===== src/rtl/mbox_pkg.sv =====
package mbox_pkg;
  localparam int HALF_W  = 16;
  localparam int DSP_AW  = 8;
  localparam int NUM_BOX = 2;

  // DSP register map: request register, then hi/lo pairs per mailbox
  localparam logic [DSP_AW-1:0] REQ_ADDR  = 8'hFB;
  localparam logic [DSP_AW-1:0] BOX_BASE  = 8'hFC;

  typedef enum logic {
    BOX_OUT = 1'b0,   // DSP -> CPU
    BOX_IN  = 1'b1    // CPU -> DSP
  } box_e;

  typedef struct packed {
    logic rd_hi;
    logic rd_lo;
    logic wr_hi;
    logic wr_lo;
  } acc_t;
endpackage


===== src/rtl/mbox_slot.sv =====
module mbox_slot
  import mbox_pkg::*;
#(
  parameter int W = HALF_W
) (
  input  logic           clk,
  input  logic           rst_n,
  input  acc_t           pri_acc,    // priority port (DSP)
  input  logic [W-1:0]   pri_wdata,
  input  acc_t           sec_acc,    // secondary port (CPU)
  input  logic [W-1:0]   sec_wdata,
  output logic [W-1:0]   hi_view,
  output logic [W-1:0]   lo_view,
  output logic [2*W-1:0] peek,
  output logic           pending
);
  localparam int BODY_W = W - 1;

  logic [BODY_W-1:0] hi_q;
  logic [W-1:0]      lo_q;
  logic              flag_q;

  logic wr_lo, wr_hi, rd_lo;
  logic [W-1:0] lo_wval, hi_wval;
  logic [W-1:0] lo_after;
  logic [BODY_W-1:0] hi_after;
  logic flag_after;

  always_comb begin
    wr_lo   = pri_acc.wr_lo | sec_acc.wr_lo;
    wr_hi   = pri_acc.wr_hi | sec_acc.wr_hi;
    rd_lo   = pri_acc.rd_lo | sec_acc.rd_lo;
    lo_wval = pri_acc.wr_lo ? pri_wdata : sec_wdata;
    hi_wval = pri_acc.wr_hi ? pri_wdata : sec_wdata;
    lo_after   = wr_lo ? lo_wval : lo_q;
    hi_after   = wr_hi ? hi_wval[BODY_W-1:0] : hi_q;
    flag_after = wr_lo ? 1'b1 : (wr_hi ? 1'b0 : flag_q);
  end

  always_ff @(posedge clk or negedge rst_n) begin
    if (!rst_n) begin
      hi_q   <= '0;
      lo_q   <= '0;
      flag_q <= 1'b0;
    end else begin
      if (wr_lo) lo_q <= lo_wval;
      if (wr_hi) hi_q <= hi_wval[BODY_W-1:0];
      if (wr_lo)              flag_q <= 1'b1;
      else if (wr_hi || rd_lo) flag_q <= 1'b0;
    end
  end

  assign hi_view = {flag_after, hi_after};
  assign lo_view = lo_after;
  assign peek    = {flag_q, hi_q, lo_q};
  assign pending = flag_q;


  commit_sets_flag_chk: assert property (@(posedge clk) disable iff (!rst_n)
    wr_lo |=> pending);

  hi_write_clears_chk: assert property (@(posedge clk) disable iff (!rst_n)
    (wr_hi && !wr_lo) |=> (!pending && peek[2*W-2:W] == $past(hi_wval[BODY_W-1:0])));

  ack_clears_chk: assert property (@(posedge clk) disable iff (!rst_n)
    (rd_lo && !wr_lo) |=> !pending);

  idle_hold_chk: assert property (@(posedge clk) disable iff (!rst_n)
    !(wr_lo || wr_hi || rd_lo) |=> $stable(peek));
endmodule


===== src/rtl/mbox_dsp_decode.sv =====
module mbox_dsp_decode
  import mbox_pkg::*;
#(
  parameter int AW   = DSP_AW,
  parameter int W    = HALF_W,
  parameter int NBOX = NUM_BOX
) (
  input  logic                     clk,
  input  logic                     rst_n,
  input  logic                     req,
  input  logic                     we,
  input  logic [AW-1:0]            addr,
  input  logic [NBOX-1:0][W-1:0]   hi_view,
  input  logic [NBOX-1:0][W-1:0]   lo_view,
  output acc_t [NBOX-1:0]          acc,
  output logic                     req_fire,
  output logic [W-1:0]             rdata
);
  logic [NBOX-1:0] hit_hi, hit_lo;

  for (genvar b = 0; b < NBOX; b++) begin : g_box
    localparam logic [AW-1:0] HI_A = AW'(BOX_BASE + 2*b);
    localparam logic [AW-1:0] LO_A = AW'(BOX_BASE + 2*b + 1);
    assign hit_hi[b]   = req && (addr == HI_A);
    assign hit_lo[b]   = req && (addr == LO_A);
    assign acc[b].wr_hi = hit_hi[b] &&  we;
    assign acc[b].wr_lo = hit_lo[b] &&  we;
    assign acc[b].rd_hi = hit_hi[b] && !we;
    assign acc[b].rd_lo = hit_lo[b] && !we;
  end

  assign req_fire = req && we && (addr == REQ_ADDR);

  always_comb begin
    rdata = '0;
    for (int b = 0; b < NBOX; b++) begin
      if (hit_hi[b]) rdata = hi_view[b];
      if (hit_lo[b]) rdata = lo_view[b];
    end
  end


  one_target_chk: assert property (@(posedge clk) disable iff (!rst_n)
    $onehot0({hit_hi, hit_lo, req_fire}));
endmodule


===== src/rtl/mbox_irq_gen.sv =====
module mbox_irq_gen (
  input  logic clk,
  input  logic rst_n,
  input  logic fire,
  input  logic req_bit,
  output logic irq_o,
  output logic bad_o
);
  always_ff @(posedge clk or negedge rst_n) begin
    if (!rst_n) begin
      irq_o <= 1'b0;
      bad_o <= 1'b0;
    end else begin
      irq_o <= fire &&  req_bit;
      bad_o <= fire && !req_bit;
    end
  end


  irq_excl_chk: assert property (@(posedge clk) disable iff (!rst_n)
    !(irq_o && bad_o));

  irq_source_chk: assert property (@(posedge clk) disable iff (!rst_n)
    (irq_o || bad_o) |-> $past(fire));
endmodule


===== src/rtl/mbox_bridge.sv =====
module mbox_bridge
  import mbox_pkg::*;
#(
  parameter int W  = HALF_W,
  parameter int AW = DSP_AW
) (
  input  logic          clk,
  input  logic          rst_n,
  input  logic          dsp_req,
  input  logic          dsp_we,
  input  logic [AW-1:0] dsp_addr,
  input  logic [W-1:0]  dsp_wdata,
  output logic [W-1:0]  dsp_rdata,
  input  logic          cpu_req,
  input  logic          cpu_we,
  input  logic          cpu_box,
  input  logic          cpu_hi,
  input  logic [W-1:0]  cpu_wdata,
  output logic [W-1:0]  cpu_rdata,
  input  logic          peek_box,
  output logic [2*W-1:0] peek_data,
  output logic          out_pending,
  output logic          in_pending,
  output logic          irq_pulse,
  output logic          irq_bad
);
  localparam int NBOX = NUM_BOX;

  acc_t [NBOX-1:0]          dacc, cacc;
  logic [NBOX-1:0][W-1:0]   hv, lv;
  logic [NBOX-1:0][2*W-1:0] pk;
  logic [NBOX-1:0]          pend;
  logic                     fire;

  mbox_dsp_decode #(.AW(AW), .W(W), .NBOX(NBOX)) u_dec (
    .clk(clk), .rst_n(rst_n),
    .req(dsp_req), .we(dsp_we), .addr(dsp_addr),
    .hi_view(hv), .lo_view(lv),
    .acc(dacc), .req_fire(fire), .rdata(dsp_rdata)
  );

  for (genvar b = 0; b < NBOX; b++) begin : g_slot
    logic sel;
    assign sel = cpu_req && (cpu_box == 1'(b));
    assign cacc[b].wr_hi = sel &&  cpu_we &&  cpu_hi;
    assign cacc[b].wr_lo = sel &&  cpu_we && !cpu_hi;
    assign cacc[b].rd_hi = sel && !cpu_we &&  cpu_hi;
    assign cacc[b].rd_lo = sel && !cpu_we && !cpu_hi;

    mbox_slot #(.W(W)) u_slot (
      .clk(clk), .rst_n(rst_n),
      .pri_acc(dacc[b]), .pri_wdata(dsp_wdata),
      .sec_acc(cacc[b]), .sec_wdata(cpu_wdata),
      .hi_view(hv[b]), .lo_view(lv[b]),
      .peek(pk[b]), .pending(pend[b])
    );
  end

  assign cpu_rdata   = cpu_hi ? hv[cpu_box] : lv[cpu_box];
  assign peek_data   = pk[peek_box];
  assign out_pending = pend[BOX_OUT];
  assign in_pending  = pend[BOX_IN];

  mbox_irq_gen u_irq (
    .clk(clk), .rst_n(rst_n),
    .fire(fire), .req_bit(dsp_wdata[0]),
    .irq_o(irq_pulse), .bad_o(irq_bad)
  );
endmodule


===== config.mk =====
export PLATFORM = sky130hd
export DESIGN_NAME = mbox_bridge
export DESIGN_NICKNAME = d
export VERILOG_FILES = /design/src/rtl/mbox_pkg.sv /design/src/rtl/mbox_slot.sv /design/src/rtl/mbox_dsp_decode.sv /design/src/rtl/mbox_irq_gen.sv /design/src/rtl/mbox_bridge.sv
export SDC_FILE = /design/constraint.sdc
export NUM_CORES = 1
export LEC_CHECK = 0
export CAP_MARGIN = 20
export CORE_AREA = 3 3 104 106
export CTS_CLUSTER_SIZE = 25
export DETAILED_ROUTE_END_ITERATION = 8
export DIE_AREA = 0 0 107 109
export DONT_BUFFER_PORTS = 1
export PLACE_DENSITY = 0.69
export SETUP_SLACK_MARGIN = 0.1
export SLEW_MARGIN = 20
export SYNTH_ARGS = -nofsm -noshare
export SYNTH_HDL_FRONTEND = slang
export SYNTH_SLANG_ARGS = --single-unit

===== constraint.sdc =====
create_clock -name clk -period 4.8 [get_ports clk]
set_input_delay 0.96 -clock clk [delete_from_list [all_inputs] [get_ports clk]]
set_output_delay 0.96 -clock clk [all_outputs]
set_load 0.03 [all_outputs]

== Word-level counts from Yosys, hierarchy flattened ==
Index checks and enable logic that the tools add are counted.

* $lt $le $gt $ge: 2
* Equal/unequal tests: 5
* Mux-type cells: 27
* Bitwise operators: 7
* Reductions and logical operators: 34

{| class="wikitable"
|+ Operator list
! kind !! number
|-
| 16-bit 2-to-1 mux || 13
|-
| 32-bit 2-to-1 mux || 2
|-
| 15-bit 2-to-1 mux || 4
|-
| 8-bit equality test, second input constant || 5
|-
| 1-bit logical AND || 26
|-
| 1-bit 2-to-1 mux || 8
|-
| 1-bit OR || 6
|-
| 1-bit logical NOT || 4
|-
| 1-bit by 2-bit less-than comparator with 1-bit output, second input constant || 2
|-
| 2-bit nonzero test || 2
|-
| 1-bit logical OR || 2
|-
| 1-bit inverter || 1
|}

* Register bits: 66
* Input port bits: 49
* Output and inout port bits: 68

== Logic depth before layout (Yosys ltp) ==
* Word-level depth: 11
* Depth in mapped cells: 8

== Modules after synthesis ==
Synthesis repeated with hierarchy kept, for this count alone.

* Cell total of the unflattened synthesis: 410
* Area, all modules: 4589.4 um^2

{| class="wikitable"
|+ By module, submodules not included
! module !! times used !! cells each !! area each (um^2) !! seq. area each (um^2)
|-
| mbox_slot || 2 || 141 || 1488.9 || 800.8
|-
| mbox_bridge || 1 || 65 || 880.8 || 0.0
|-
| mbox_dsp_decode || 1 || 59 || 664.4 || 0.0
|-
| mbox_irq_gen || 1 || 4 || 66.3 || 50.0
|}

== Worst setup path before layout ==
No wires, ideal clock.

* Path type: input port to output port
* Start: input dsp_addr[5]
* End: output dsp_rdata[15]
* Arrival: 2.627 ns
* Required time: 3.840 ns
* Setup slack: 1.213 ns
* Cell stages on the path: 7
* Path buffers: 3
* Path through: and4_1 > and4_1 > clkbuf_1 > buf_2 > buf_2 > a21oi_1 > a32oi_1

* Cells in the longest elaborated chain, start to end: 10

{| class="wikitable"
|+ RTL lines
! item !! line !! text
|-
| start: declaration || mbox_bridge.sv:11 || <nowiki>input logic [AW-1:0] dsp_addr,</nowiki>
|-
| 8-bit equality test || mbox_dsp_decode.sv:24 || <nowiki>assign hit_hi[b] = req && (addr == HI_A);</nowiki>
|-
| 1-bit logical AND || mbox_dsp_decode.sv:24 ||
|-
| 1-bit logical AND || mbox_dsp_decode.sv:26 || <nowiki>assign acc[b].wr_hi = hit_hi[b] && we;</nowiki>
|-
| 1-bit OR || mbox_slot.sv:31 || <nowiki>wr_hi = pri_acc.wr_hi | sec_acc.wr_hi;</nowiki>
|-
| 1-bit 2-to-1 mux (2 in a row) || mbox_slot.sv:37 || <nowiki>flag_after = wr_lo ? 1'b1 : (wr_hi ? 1'b0 : flag_q);</nowiki>
|-
| 16-bit 2-to-1 mux || mbox_dsp_decode.sv:37 || <nowiki>if (hit_hi[b]) rdata = hi_view[b];</nowiki>
|-
| 16-bit 2-to-1 mux || mbox_dsp_decode.sv:38 || <nowiki>if (hit_lo[b]) rdata = lo_view[b];</nowiki>
|-
| 16-bit 2-to-1 mux || mbox_dsp_decode.sv:37 ||
|-
| 16-bit 2-to-1 mux * || mbox_dsp_decode.sv:38 ||
|-
| end: declaration || mbox_bridge.sv:13 || <nowiki>output logic [W-1:0] dsp_rdata,</nowiki>
|}

Mark *: on every way between the ends. The rest lies on a longest branch, timed or not.

== Final worst setup path ==
* Start: input dsp_addr[5]
* End: output dsp_rdata[7]

* Cells in the longest elaborated chain, start to end: 9

{| class="wikitable"
|+ RTL lines
! item !! line !! text
|-
| 8-bit equality test || mbox_dsp_decode.sv:24 ||
|-
| 1-bit logical AND || mbox_dsp_decode.sv:24 ||
|-
| 1-bit logical AND || mbox_dsp_decode.sv:26 ||
|-
| 15-bit 2-to-1 mux / 1-bit OR (equally long branches) || mbox_slot.sv:34, mbox_slot.sv:31 ||
|-
| 15-bit 2-to-1 mux || mbox_slot.sv:36 || <nowiki>hi_after = wr_hi ? hi_wval[BODY_W-1:0] : hi_q;</nowiki>
|-
| 16-bit 2-to-1 mux || mbox_dsp_decode.sv:37 ||
|-
| 16-bit 2-to-1 mux || mbox_dsp_decode.sv:38 ||
|-
| 16-bit 2-to-1 mux || mbox_dsp_decode.sv:37 ||
|-
| 16-bit 2-to-1 mux * || mbox_dsp_decode.sv:38 ||
|}

Marks and branches as above.

==> results by group <==
Run status
  • Status: complete, no violations

CTS
  • Reg clk slew, reported paths: 80 ps
  • # Post-CTS Setup Buffers: 0
  • CTS Sinks: 66
  • Cts repair resizes: 0
  • H-tree levels: 3
  • CTS Buffer Depth: 2
  • Hold buffer count at cts: 0
  • Clock Latency Late Sink: 340 ps
  • CTS tree: built
  • Root buffer cell: clkbuf_8
  • Cts bufs inserted: 9

Synthesis
  • Main synth FF type: dfrtp_1
  • Sequential area share after synthesis: between 30% and 40%
  • Synth Instances: just over 500
  • Synth cell types: 52
  • Mapped Nets: about 570
  • Synthesized area: about 4900 um2
  • Yosys warns: 0
  • Asr flop ratio synth: 100.0%
  • Synth Register Bits: 66
  • Number of synthesized flops with an enable pin: 0
  • Synthesized area per cell: around 9.5 um2

Critical path
  • Crit path kind: input pin to output port
  • Critical path buffers and inverters: 1
  • Critical Path RT: between 3000 and 4000 ps
  • CP top delay family: simple AND/OR/NAND/NOR gates
  • Max Fanout on Critical Path: 19
  • CP max stage delay: roughly 620 ps
  • Worst setup SP type: input pin
  • Slowest cell on the critical path: a2bb2oi_1
  • Crit-path cells: and4_1 > nand3_2 > buf_4 > nand2_1 > a32oi_1 > a2bb2oi_1
  • Critical Path AT: around 3200 ps
  • Setup crit end kind: output port

Power
  • P_int: roughly 1.1 mW
  • Pwr Density: between 300 and 400 nW/um2
  • Sw frac: 40.35%
  • Worst-case vdd ir drop: approximately 180 uV
  • Pleak: around 2.5 nW
  • Flop pwr share: between 40% and 50%
  • Clock Power Share: about 22%
  • Sw power: 753.1 uW
  • Combinational Power Share: about two fifths

Timing
  • Final Setup Violations: 0
  • Tightest Pin Transition: 772.5 ps
  • Relative slew margins: 48.30%
  • Hold Vio Cnt, Final: 0
  • RSZ-0062 raised after global routing: false
  • Final clock skew: 0 ps
  • Setup TNS: 0 ps
  • Minimum clock period: 4110 ps
  • Pins Over Slew Limit: 0
  • Final period util: 85.63%
  • Max Fclk: roughly 0.24 GHz

Die
  • Cell row count: 36
  • Die area: about 12000 um2
  • Starting Density: between 50% and 60%
  • Num ports: about 120
  • Die H: 109 um
  • Core area: slightly below 10000 um2
  • Die Wd: 107 um

Placement
  • I/O Buffers: 0
  • Hpwl dp: 10950 um
  • Placer Congestion: 0.8695
  • Post-DP Area: 5041 um2

Route
  • Drt wl/cell: around 25 um
  • Routed WL: between 15000 and 20000 um
  • Number of DRC markers in iteration 0: around 450
  • Post-route antenna net violation count: 0
  • TritonRoute pass-1 iters: 5
  • Via count: 4340
  • DR vias/cell: between 6 and 7
  • Drt drc: 0

GRT
  • Initial antenna violation count: 0
  • Largest net degree at the start of global routing: between 60 and 70
  • Total global-route track usage: between 20% and 30%
  • Remaining Overflow, GRT: 0
  • Vias in the first global route: 4295
  • First-pass GRT wire length: between 20000 and 25000 um

Cells and area
  • P&R area growth vs syn: 5.196%
  • Finished Cell Area: around 5200 um2
  • # diodes: 0
  • Share of post-route cells with drive strength above 1: 18.79%
  • Most common cell after layout, fill and taps aside: dfrtp_1
  • Nets: 556
  • Most frequent cells in the layout: dfrtp_1 (66), mux2i_1 (65), a21oi_1 (40)

Hold path
  • Min-Delay Path Class: input pin to async pin

Job
  • Max-cap viol count: 0
-- area by class of cell --
cell class / count / area [um2]
clock buffer: 11 / 131.4
clock inverter: 4 / 20.02
fill: 868 / 4672
inverter: 18 / 67.56
multi-input combinational: 392 / 2993
sequential: 66 / 1652
tap: 133 / 166.4
timing repair buffer: 20 / 162.7
-- metal layers --
metal  wire (um)  part of all wire [%]  vias up  track usage, %
met5           0                     0        -               0
met4         365                   2.3        0           8.584
met3        1465                   9.2       33           7.460
met2        7443                    47      254           43.03
met1        6647                    42     2145           36.97
li1            -                     -     1908               -
-- cells in the mapped netlist (all sizes together), types with 3 or more instances --
cell type,number,share of area [%]
a211oi,6,0.91
a21oi,42,4.4
a22oi,11,1.7
a2bb2oi,6,1.1
a31oi,11,1.4
and2,7,0.89
and3,4,0.51
and3b,3,0.53
and4,3,0.53
buf,33,3.9
clkbuf,9,0.68
dfrtp,66,33
inv,18,1.4
mux2,44,10
mux2i,65,13
mux4,10,4.6
nand2,37,2.8
nand2b,5,0.63
nand3,18,2.1
nand3b,3,0.46
nand4,7,0.89
nand4b,3,0.53
nor2,32,2.5
o211ai,12,1.8
o21a,17,2.6
o21ai,23,2.3
or2,3,0.38
-- power by group through the flow --
stage / logic [mW] / registers (mW) / clock network, mW
final: 0.716 / 0.749 / 0.401
after global routing: 0.762 / 0.766 / 0.434
after CTS: 0.713 / 0.749 / 0.406
after detailed placement: 0.710 / 0.759 / 0
after global placement: 0.699 / 0.752 / 0
after floorplan: 0.626 / 0.735 / 0
-- per-stage QoR --
stage	cells	power, mW	hold slack (ps)	util, %	setup WS (ps)
4_1_cts	644	1.867	287.0	52.64	727.4
2_1_floorplan	518	1.361	571.6	-	1213
3_5_place_dp	629	1.469	639.1	51.10	730.3
5_1_grt	644	1.962	274.6	52.64	514.9
6_report	644	1.867	303.5	52.64	689.8
3_3_place_gp	629	1.451	613.1	51.10	767.2
-- final timing paths --
path	start	end	slack, ps	cells past startpoint
min in group clk	g_slot[1].u_slot.lo_q[9]$_DFF_PN0_	g_slot[1].u_slot.lo_q[9]$_DFF_PN0_	650	2
worst min register to register	g_slot[1].u_slot.lo_q[9]$_DFF_PN0_	g_slot[1].u_slot.lo_q[9]$_DFF_PN0_	650	2
max in group asynchronous	rst_n	g_slot[1].u_slot.lo_q[11]$_DFF_PN0_	4390	0
worst max register to register	g_slot[1].u_slot.lo_q[13]$_DFF_PN0_	g_slot[1].u_slot.lo_q[13]$_DFF_PN0_	3720	4
worst min-delay path	rst_n	g_slot[0].u_slot.lo_q[3]$_DFF_PN0_	300	0
worst max-delay path	dsp_addr[5]	dsp_rdata[7]	690	6
-- worst reg2reg max path, delay by kind of cell (launching register included) --
kind,cells,cell delay (ps)
compound gates,2,360
buf+inv,1,80
mux,1,150
flops,1,380
-- registers in the layout (all words and copies together) (netlist names) --
name / count
g_slot.u_slot.lo_q: 32
u_irq.irq_o: 1
g_slot.u_slot.hi_q: 30
g_slot.u_slot.pending: 2
u_irq.bad_o: 1
-- cell families after synthesis --
group	after synthesis	synth area share [%]
AOI/OAI and AO/OA	139	18.20
and+or+nand+nor	133	14.02
muxes	119	28.24
DFF	66	33.46
buffers and inverters	60	5.906
xor gates and xnor gates	1	0.1775
Note: power is estimated with default switching activity, not from simulation.
